**config.mk**
```make
export PLATFORM = sky130hd
export DESIGN_NAME = msi_vector_catcher
export DESIGN_NICKNAME = d
export VERILOG_FILES = /design/src/rtl/msi_cap_pkg.sv /design/src/rtl/msi_msg_decode.sv /design/src/rtl/msi_vec_bank.sv /design/src/rtl/msi_reg_file.sv /design/src/rtl/msi_vector_catcher.sv
export SDC_FILE = /design/constraint.sdc
export NUM_CORES = 2
export LEC_CHECK = 0
export ABC_AREA = 1
export BUFFER_PORTS_ARGS = -buffer_cell sky130_fd_sc_hd__buf_2
export CORE_UTILIZATION = 42
export CTS_CLUSTER_DIAMETER = 50
export DETAILED_ROUTE_END_ITERATION = 8
export PLACE_DENSITY = 0.67
export SLEW_MARGIN = 20
export SYNTH_ARGS = -nofsm -noshare
export SYNTH_HDL_FRONTEND = slang
export SYNTH_SLANG_ARGS = --single-unit
```
**constraint.sdc**
```tcl
create_clock -name clk -period 3.4 [get_ports clk]
set_input_delay 0.34 -clock clk [delete_from_list [all_inputs] [get_ports clk]]
set_output_delay 0.34 -clock clk [all_outputs]
set_load 0.01 [all_outputs]
```
**src/rtl/msi_cap_pkg.sv**
```systemverilog
package msi_cap_pkg;

  localparam logic [11:0] OFS_TGT_LO    = 12'h820;
  localparam logic [11:0] OFS_TGT_HI    = 12'h824;
  localparam logic [11:0] OFS_BANK_BASE = 12'h828;
  localparam int          BANK_STRIDE   = 12;
  localparam int          VEC_PER_BANK  = 32;

  typedef enum logic [2:0] {
    RK_NONE, RK_TGT_LO, RK_TGT_HI, RK_ENA, RK_MSK, RK_STS
  } reg_kind_e;

  typedef struct packed {
    reg_kind_e  kind;
    logic [7:0] bank;
  } reg_sel_t;

  // bank index of a flat vector number
  function automatic logic [31:0] vec_bank(input logic [31:0] v);
    return v >> 5;
  endfunction

  // bit position of a flat vector number inside its bank
  function automatic logic [4:0] vec_bit(input logic [31:0] v);
    return v[4:0];
  endfunction

  // byte offset of word w (0 enable, 1 mask, 2 status) of bank b
  function automatic logic [11:0] bank_ofs(input int b, input int w);
    return 12'(int'(OFS_BANK_BASE) + b * BANK_STRIDE + w * 4);
  endfunction

  function automatic reg_sel_t reg_decode(input logic [11:0] a, input int nbanks);
    reg_sel_t s;
    s.kind = RK_NONE;
    s.bank = '0;
    if (a == OFS_TGT_LO) s.kind = RK_TGT_LO;
    else if (a == OFS_TGT_HI) s.kind = RK_TGT_HI;
    else begin
      for (int b = 0; b < nbanks; b++) begin
        if (a == bank_ofs(b, 0)) begin s.kind = RK_ENA; s.bank = 8'(b); end
        if (a == bank_ofs(b, 1)) begin s.kind = RK_MSK; s.bank = 8'(b); end
        if (a == bank_ofs(b, 2)) begin s.kind = RK_STS; s.bank = 8'(b); end
      end
    end
    return s;
  endfunction

endpackage

```
**src/rtl/msi_msg_decode.sv**
```systemverilog
module msi_msg_decode
  import msi_cap_pkg::*;
#(
  parameter int NUM_BANKS = 8
) (
  input  logic                       msg_valid,
  input  logic [63:0]                msg_addr,
  input  logic [31:0]                msg_data,
  input  logic [31:0]                tgt_lo,
  input  logic [31:0]                tgt_hi,
  output logic                       fire,
  output logic [NUM_BANKS-1:0][31:0] hit
);
  localparam int NUM_VEC = NUM_BANKS * VEC_PER_BANK;

  logic addr_match;
  logic in_range;

  assign addr_match = (msg_addr == {tgt_hi, tgt_lo});
  assign in_range   = (msg_data < 32'(NUM_VEC));
  assign fire       = msg_valid && addr_match && in_range;

  for (genvar b = 0; b < NUM_BANKS; b++) begin : g_hit
    assign hit[b] = (fire && (vec_bank(msg_data) == 32'(b)))
                  ? (32'd1 << vec_bit(msg_data)) : 32'd0;
  end

endmodule

```
**src/rtl/msi_vec_bank.sv**
```systemverilog
module msi_vec_bank (
  input  logic        clk,
  input  logic        rst_n,
  input  logic        ena_we,
  input  logic        msk_we,
  input  logic        sts_we,
  input  logic [31:0] wdata,
  input  logic [31:0] set_req,
  output logic [31:0] ena_q,
  output logic [31:0] msk_q,
  output logic [31:0] sts_q,
  output logic        pend_any
);
  logic [31:0] set_eff;
  logic [31:0] clr_req;
  logic [31:0] sts_d;

  assign set_eff  = set_req & ena_q;
  assign clr_req  = sts_we ? wdata : 32'd0;
  assign sts_d    = (sts_q & ~clr_req) | set_eff;
  assign pend_any = |(sts_q & ena_q & ~msk_q);

  always_ff @(posedge clk) begin
    if (!rst_n) begin
      ena_q <= '0;
      msk_q <= '0;
      sts_q <= '0;
    end else begin
      if (ena_we) ena_q <= wdata;
      if (msk_we) msk_q <= wdata;
      sts_q <= sts_d;
    end
  end

  // an accepted capture leaves its bit set, mask or not
  p_capture_sets_r4: assert property (@(posedge clk) disable iff (!rst_n)
    (|set_eff) |=> ((sts_q & $past(set_eff)) == $past(set_eff)));

  // no status bit rises unless it was enabled the cycle before
  p_no_set_disabled_r6: assert property (@(posedge clk) disable iff (!rst_n)
    1'b1 |=> ((sts_q & ~$past(sts_q) & ~$past(ena_q)) == 32'd0));

  // a cleared bit with no concurrent capture is 0 afterwards
  p_w1c_clears_r8: assert property (@(posedge clk) disable iff (!rst_n)
    (|(clr_req & ~set_eff)) |=> ((sts_q & $past(clr_req & ~set_eff)) == 32'd0));

  // capture beats clear on the same bit
  p_capture_wins_r11: assert property (@(posedge clk) disable iff (!rst_n)
    (|(clr_req & set_eff)) |=> ((sts_q & $past(clr_req & set_eff)) == $past(clr_req & set_eff)));

endmodule

```
**src/rtl/msi_reg_file.sv**
```systemverilog
module msi_reg_file
  import msi_cap_pkg::*;
#(
  parameter int NUM_BANKS = 8
) (
  input  logic                       clk,
  input  logic                       rst_n,
  input  logic                       reg_we,
  input  logic                       reg_re,
  input  logic [11:0]                reg_addr,
  input  logic [31:0]                reg_wdata,
  input  logic [NUM_BANKS-1:0][31:0] ena_all,
  input  logic [NUM_BANKS-1:0][31:0] msk_all,
  input  logic [NUM_BANKS-1:0][31:0] sts_all,
  output logic [31:0]                tgt_lo,
  output logic [31:0]                tgt_hi,
  output logic [NUM_BANKS-1:0]       ena_we,
  output logic [NUM_BANKS-1:0]       msk_we,
  output logic [NUM_BANKS-1:0]       sts_we,
  output logic [31:0]                reg_rdata
);
  reg_sel_t    sel;
  logic [31:0] rd_mux;

  assign sel = reg_decode(reg_addr, NUM_BANKS);

  for (genvar b = 0; b < NUM_BANKS; b++) begin : g_we
    assign ena_we[b] = reg_we && (sel.kind == RK_ENA) && (sel.bank == 8'(b));
    assign msk_we[b] = reg_we && (sel.kind == RK_MSK) && (sel.bank == 8'(b));
    assign sts_we[b] = reg_we && (sel.kind == RK_STS) && (sel.bank == 8'(b));
  end

  always_comb begin
    rd_mux = 32'd0;
    case (sel.kind)
      RK_TGT_LO: rd_mux = tgt_lo;
      RK_TGT_HI: rd_mux = tgt_hi;
      default: begin
        for (int b = 0; b < NUM_BANKS; b++) begin
          if (sel.bank == 8'(b)) begin
            if (sel.kind == RK_ENA) rd_mux = ena_all[b];
            if (sel.kind == RK_MSK) rd_mux = msk_all[b];
            if (sel.kind == RK_STS) rd_mux = sts_all[b];
          end
        end
      end
    endcase
  end

  always_ff @(posedge clk) begin
    if (!rst_n) begin
      tgt_lo    <= '0;
      tgt_hi    <= '0;
      reg_rdata <= '0;
    end else begin
      if (reg_we && sel.kind == RK_TGT_LO) tgt_lo <= reg_wdata;
      if (reg_we && sel.kind == RK_TGT_HI) tgt_hi <= reg_wdata;
      if (reg_re) reg_rdata <= rd_mux;
    end
  end

  // target words only move on a register write
  p_tgt_hold_r2: assert property (@(posedge clk) disable iff (!rst_n)
    !reg_we |=> ($stable(tgt_lo) && $stable(tgt_hi)));

  // at most one bank word is strobed per write
  p_one_strobe_r3: assert property (@(posedge clk) disable iff (!rst_n)
    $countones({ena_we, msk_we, sts_we}) <= 1);

endmodule

```
**src/rtl/msi_vector_catcher.sv**
```systemverilog
module msi_vector_catcher
  import msi_cap_pkg::*;
#(
  parameter int NUM_BANKS = 8
) (
  input  logic        clk,
  input  logic        rst_n,
  input  logic        msg_valid,
  input  logic [63:0] msg_addr,
  input  logic [31:0] msg_data,
  input  logic        reg_we,
  input  logic        reg_re,
  input  logic [11:0] reg_addr,
  input  logic [31:0] reg_wdata,
  output logic [31:0] reg_rdata,
  output logic        irq_out
);
  localparam int NUM_VEC = NUM_BANKS * VEC_PER_BANK;

  logic [31:0]                tgt_lo;
  logic [31:0]                tgt_hi;
  logic                       msg_fire;
  logic [NUM_BANKS-1:0][31:0] hit;
  logic [NUM_BANKS-1:0][31:0] ena_all;
  logic [NUM_BANKS-1:0][31:0] msk_all;
  logic [NUM_BANKS-1:0][31:0] sts_all;
  logic [NUM_BANKS-1:0]       ena_we;
  logic [NUM_BANKS-1:0]       msk_we;
  logic [NUM_BANKS-1:0]       sts_we;
  logic [NUM_BANKS-1:0]       pend;

  msi_msg_decode #(.NUM_BANKS(NUM_BANKS)) u_dec (
    .msg_valid (msg_valid),
    .msg_addr  (msg_addr),
    .msg_data  (msg_data),
    .tgt_lo    (tgt_lo),
    .tgt_hi    (tgt_hi),
    .fire      (msg_fire),
    .hit       (hit)
  );

  msi_reg_file #(.NUM_BANKS(NUM_BANKS)) u_regs (
    .clk       (clk),
    .rst_n     (rst_n),
    .reg_we    (reg_we),
    .reg_re    (reg_re),
    .reg_addr  (reg_addr),
    .reg_wdata (reg_wdata),
    .ena_all   (ena_all),
    .msk_all   (msk_all),
    .sts_all   (sts_all),
    .tgt_lo    (tgt_lo),
    .tgt_hi    (tgt_hi),
    .ena_we    (ena_we),
    .msk_we    (msk_we),
    .sts_we    (sts_we),
    .reg_rdata (reg_rdata)
  );

  for (genvar b = 0; b < NUM_BANKS; b++) begin : g_bank
    msi_vec_bank u_bank (
      .clk      (clk),
      .rst_n    (rst_n),
      .ena_we   (ena_we[b]),
      .msk_we   (msk_we[b]),
      .sts_we   (sts_we[b]),
      .wdata    (reg_wdata),
      .set_req  (hit[b]),
      .ena_q    (ena_all[b]),
      .msk_q    (msk_all[b]),
      .sts_q    (sts_all[b]),
      .pend_any (pend[b])
    );
  end

  assign irq_out = |pend;

  // an out-of-range vector never produces a capture request
  p_range_drop_r7: assert property (@(posedge clk) disable iff (!rst_n)
    (msg_valid && msg_data >= 32'(NUM_VEC)) |-> (hit == '0));

  // a mismatching address never produces a capture request
  p_addr_drop_r5: assert property (@(posedge clk) disable iff (!rst_n)
    (msg_addr != {tgt_hi, tgt_lo}) |-> (hit == '0));

  // the interrupt only rises after a capture or a register write
  p_irq_cause_r9: assert property (@(posedge clk) disable iff (!rst_n)
    $rose(irq_out) |-> $past(msg_fire || reg_we));

endmodule

```
Word-level counts from Yosys, hierarchy flattened
Index checks and enable logic that the tools add are counted.
Operators by class
  magnitude comparators: 1
  shifts and indexed selects: 1
  equality and inequality tests: 46
  bitwise logic cells: 56
  reductions and logical operators: 43
  muxes and demuxes: 78
Operators with widths (count)
  2-to-1 mux 32 bit: 49
  bitwise AND 32 bit: 32
  inverter 32 bit: 16
  == test 12 bit, second input constant: 26
  OR 32 bit: 8
  OR reduction 256 bit: 1
  2-to-1 mux 11 bit: 23
  == test 27 x 3 -> 1 bit, second input constant: 4
  == test 64 bit: 1
  one-hot mux 32 bit (2 select lines): 1
  == test 27 x 2 -> 1 bit, second input constant: 2
  logical AND 1 bit: 39
  == test 8 x 3 -> 1 bit, second input constant: 4
  logical NOT 32 bit: 1
  less-than comparator 32 x 9 -> 1 bit, second input constant: 1
  left shift 1 x 5 -> 32 bit, first input constant: 1
  == test 27 x 1 -> 1 bit, second input constant: 1
  == test 8 x 2 -> 1 bit, second input constant: 2
  2-to-1 mux 8 bit: 2
  2-to-1 mux 10 bit: 1
  == test 8 x 1 -> 1 bit, second input constant: 1
  logical NOT 8 bit: 1
  == test 3 x 2 -> 1 bit, second input constant: 2
  == test 3 bit, second input constant: 2
  other kinds (3): 4
Word-level totals
  bits of input ports: 145
  register bits after elaboration: 864
  output and inout bits: 33
  word-level logic and storage cells: 252

Depth between registers and ports, before layout
  depth after elaboration: 62
  gate-level depth with buffers: 50
  mapped depth without buffers: 50

Cells and area by module
Synthesis repeated with hierarchy kept, for this count alone.
Second synthesis, totals
  cells, all modules: 7383
  area, all modules: 47723.3 um^2
Modules (own cells, without submodules)
  msi_vec_bank: instances 8, seq. area each 1921.8 um^2, cells an instance 461, area an instance 3711.1 um^2
  msi_reg_file: instances 1, seq. area each 1921.8 um^2, cells an instance 3014, area an instance 14873.0 um^2
  msi_msg_decode: instances 1, seq. area each 0.0 um^2, cells an instance 666, area an instance 3105.5 um^2
  msi_vector_catcher: instances 1, seq. area each 0.0 um^2, cells an instance 15, area an instance 56.3 um^2

Worst setup path before layout
No wires, ideal clock.
  path kind: in2reg
  from: input reg_addr[8]
  to: register u_regs.reg_rdata[22]
  library setup time: 109 ps
  path buffers: 3
  slack: -39 ps
  data required time: 3291 ps
  cell stages on the path: 34
  arrival: 3330 ps
  path through: inv_1 -> nand2_4 -> nor2_8 -> buf_6 -> nand2_2 -> a21oi_2 -> nor2_1 -> nand2_2 -> nor2_2 -> nand3_4 -> buf_8 -> buf_12 -> nor2_1 -> a221oi_2 -> o21ai_1 -> o21ai_1 -> nand2_1 -> o211ai_2 -> nand2_1 -> o21ai_1 -> nand2_1 -> a21oi_2 -> inv_1 -> o21ai_1 -> nand2_1 -> a21oi_1 -> and2_1 -> nand2_1 -> o221ai_1 -> nand2_1 -> nand2_1 -> nand3_1 -> nand2_1 -> inv_1
Between the ends
  cells in the longest elaborated chain, start to end: 62
  elaborated cells on any way between the ends: 101
  classes of those cells: eq/ne: 38; mux: 62; reduce/logical: 1
RTL lines
  from (decl): line msi_vector_catcher.sv:13  | input logic [11:0] reg_addr,
  == test 12 bit: line msi_cap_pkg.sv:41  | if (a == bank_ofs(b, 0)) begin s.kind = RK_ENA; s.bank = 8'(b); end
  2-to-1 mux 10 bit: line msi_cap_pkg.sv:41
  2-to-1 mux 11 bit: line msi_cap_pkg.sv:42  | if (a == bank_ofs(b, 1)) begin s.kind = RK_MSK; s.bank = 8'(b); end
  2-to-1 mux 11 bit: line msi_cap_pkg.sv:43  | if (a == bank_ofs(b, 2)) begin s.kind = RK_STS; s.bank = 8'(b); end
  2-to-1 mux 11 bit: line msi_cap_pkg.sv:41
  2-to-1 mux 11 bit: line msi_cap_pkg.sv:42
  2-to-1 mux 11 bit: line msi_cap_pkg.sv:43
  2-to-1 mux 11 bit: line msi_cap_pkg.sv:41
  (+46 left out)
  2-to-1 mux 32 bit: line msi_reg_file.sv:42  | if (sel.kind == RK_MSK) rd_mux = msk_all[b];
  2-to-1 mux 32 bit: line msi_reg_file.sv:43  | if (sel.kind == RK_STS) rd_mux = sts_all[b];
  2-to-1 mux 32 bit: line msi_reg_file.sv:40  | if (sel.bank == 8'(b)) begin
  2-to-1 mux 32 bit: line msi_reg_file.sv:41  | if (sel.kind == RK_ENA) rd_mux = ena_all[b];
  2-to-1 mux 32 bit: line msi_reg_file.sv:42
  2-to-1 mux 32 bit: line msi_reg_file.sv:43
  2-to-1 mux 32 bit: line msi_reg_file.sv:40
  one-hot mux 32 bit (2 select lines) *: line msi_reg_file.sv:35  | case (sel.kind)
  to (signal assigned): line msi_reg_file.sv:58  | if (reg_re) reg_rdata <= rd_mux;
  to (decl): line msi_reg_file.sv:20  | output logic [31:0] reg_rdata
Every way passes the cells marked *; elsewhere a longest branch is shown, timed or not. The select of a mux whose other input is x is not followed.
A chain may end at the register's enable or synchronous reset.

Worst setup path after layout
  from: input reg_addr[5]
  to: register u_regs.reg_rdata[14]
The elaborated chain is that of the path after synthesis.

==> metrics.yaml <==
worst_setup_path:
  slowest_delay_ps: 180
  r2r_cells: 15
  worstSetupPathType: "in2reg"
  critPathLaunchType: "input pin"
  critical_path_required_ps: 4030
  endpoint_kind: "flip-flop"
  crit-reg2reg-launch: "u_regs.tgt_lo[9]"
  worstSetupStartpoint: "reg_addr[5]"
  slowest_stage: "buf_12"
  cp_max_fo: 9
  cpMostUsedCell: "nand2_1"
  crit_arrival_ps: 4330
worst_hold_path:
  min_from: "reg_wdata[2]"
  min_path_type: "in2reg"
  hold_path_depth: 3
synth:
  postSynthAreaPerCell_um2: 6.92
  synth_top_family_by_area: "compound AO/OA/AOI/OAI gates"
  synth_warnings: 0
  yosys.area_share.simple: 0.186
  ys_dominant_reg_cell: "dfxtp_1"
  ys_seq_area_frac: 0.390
  synth_edf_count: 0
  ys_ff_latch: 864
  synth_compound_area_frac: 0.295
  async_flop_share: 0
  synth_fp_nets: 6556
  synth_xor_area_frac: 0.00948
  ys_types: 66
  synth.mux.area_fraction: 0
  synthCells: 6411
  synth_fa_ha_area_frac: 0
  synth_area_um2: 44400
sta:
  fin_crit_ps: 3700
  tightest_slew_ps: 1220
  hold_viol_final: 0
  fin_crit_sh: 1.09
  finalSetupTns_ps: -6920
  slew_headroom: 0.174
  finClkSkew_ps: 24.5
  rsz0062_at_grt: "yes"
  report.final.slew_viol_count: 0
  fmax_ghz: 0.270
  setup_slack_ps: -302
  setup_viol: 32
global_route:
  grt_pass1_vias: 46500
  grt_usage: 0.360
  gr-total-overflow: 0
  grt_max_degree: 148
  grt_pass1_wl_um: 295000
  antenna_found_initial: 15
layout:
  finalNonFillerCells: 8291
  final_cell_mix: "903 x o21ai_0, 863 x dfxtp_1, 855 x a21oi_1"
  final_common_cell: "o21ai_0"
  syn_to_final_growth_pct: 28.8
  fillers: 9648
  multi_input_area_um2: 23900
  drive_above_1_share: 0.218
  nets: 6956
  regArea_um2: 17300
clocking:
  cts_tree: "built"
  path_clk_slew_ps: 60
  cts_root_buf: "clkbuf_16"
  clockBufferDepth: 3
  cts-htree-levels: 3
  numCtsBuffers: 111
  clock_sinks: 864
  insertion_delay_ps: 710
floorplan:
  die_area_um2: 107000
  fp.dieW_um: 327
  initial_utilization: 0.426
  design.core.area_um2: 104000
  die_h_um: 327
  io_pins: 178
  rows: 118
drt:
  dr.pass1.iters: 6
  drcViolationCount: 0
  final_antenna_net_count: 0
  vias_per_cell: 6.13
  drt_iter0_drc: 7374
  drt-total-wl_um: 203000
  wl_per_cell_um: 24.5
  num_vias: 50800
run:
  cap_violations: 0
power_and_ir_drop:
  ir_drop_uv: 389
  p_leak_uw: 0.0218
  cellPowerDensity_nw_per_um2: 422
placed_design:
  hpwl_um: 134000
  gp_congestion: 0.999
  dpl.cell_count: 7938
  io_buffer_count: 177
status:
  violations: "setup timing"
  status: "finished with violations"
-- flip-flops by register name, summed over array words and instances (netlist names) --
register and flops:
g_bank.u_bank.ena_q 256, u_regs.tgt_hi 32, g_bank.u_bank.sts_q 256, u_regs.reg_rdata 32
u_regs.tgt_lo 32, g_bank.u_bank.msk_q 256
-- worst max-delay path, delay by kind of cell --
family	cells	cell delay, ps
simple gates	27	2390
compound gates	8	830
buf+inv	5	760
-- final timing paths --
check,to,slack (ps)
worst max-delay path,u_regs.reg_rdata[14],-300
worst min-delay path,g_bank[3].u_bank.msk_q[2],40
worst max register to register,g_bank[0].u_bank.sts_q[16],150
worst min register to register,g_bank[7].u_bank.msk_q[15],460
-- where the power goes --
group	total, uW	internal, uW	switching [uW]
registers	10200	10100	21.5
clock network	12800	7760	5000
logic	1160	304	860
-- layout make-up --
cell class                 count  area share
multi-input combinational   4249       0.418
sequential                   864       0.303
timing repair buffer         784       0.125
inverter                     801      0.0545
clock buffer                 142      0.0534
tap                         1380      0.0302
clock inverter                66      0.0159
antenna                        5    0.000219
-- timing repair --
action | in CTS | in global routing
cloned | 6 | 7
resized for setup | 320 | 307
pin swaps | 143 | 292
hold buffers | 0 | 0
buffers inserted | 76 | 60
endpoints found under the setup margin | 33 | 123
-- Yosys cell counts, types with 73 or more instances --
library cell  count  area (um^2)
nand2_1         852         3200
clkbuf_1        349         1310
a21oi_1         880         4400
nor3_1           81          405
dfxtp_1         864        17300
o22ai_1          99          619
o21ai_1         107          536
nand3_1         541         2710
nor2_1          191          717
inv_1           775         2910
o21ai_0         917         4590
a22oi_1         107          803
buf_2            73          365
-- layer usage --
| metal | vias up | GRT usage | part of all wire |
|---|---|---|---|
| met5 | - | 0 | 0.00076 |
| met1 | 23600 | 0.472 | 0.38 |
| met2 | 3578 | 0.535 | 0.42 |
| met3 | 828 | 0.0782 | 0.13 |
| li1 | 22700 | - | - |
| met4 | 22 | 0.226 | 0.072 |
-- per-stage QoR --
stage               total power, uW  instance area, um^2  hold slack (ps)  setup slack, ps   util
floorplan                     10900                44500              434           -0.103      -
global placement              11400                49300              448            -1080  0.474
detailed placement            11400                49300              452            -1140  0.474
CTS                           24000                55300             23.5             -147  0.531
global route                  24600                57100             56.8             -627  0.549
finish                        24100                57100             41.3             -302  0.549
-- logic make-up after synthesis --
| group | count (synthesis) |
|---|---|
| and+or+nand+nor | 1843 |
| buffers and inverters | 1301 |
| AOI/OAI and AO/OA | 2355 |
| xor gates and xnor gates | 48 |
| DFF | 864 |
Power figures use the tool's default switching activity.
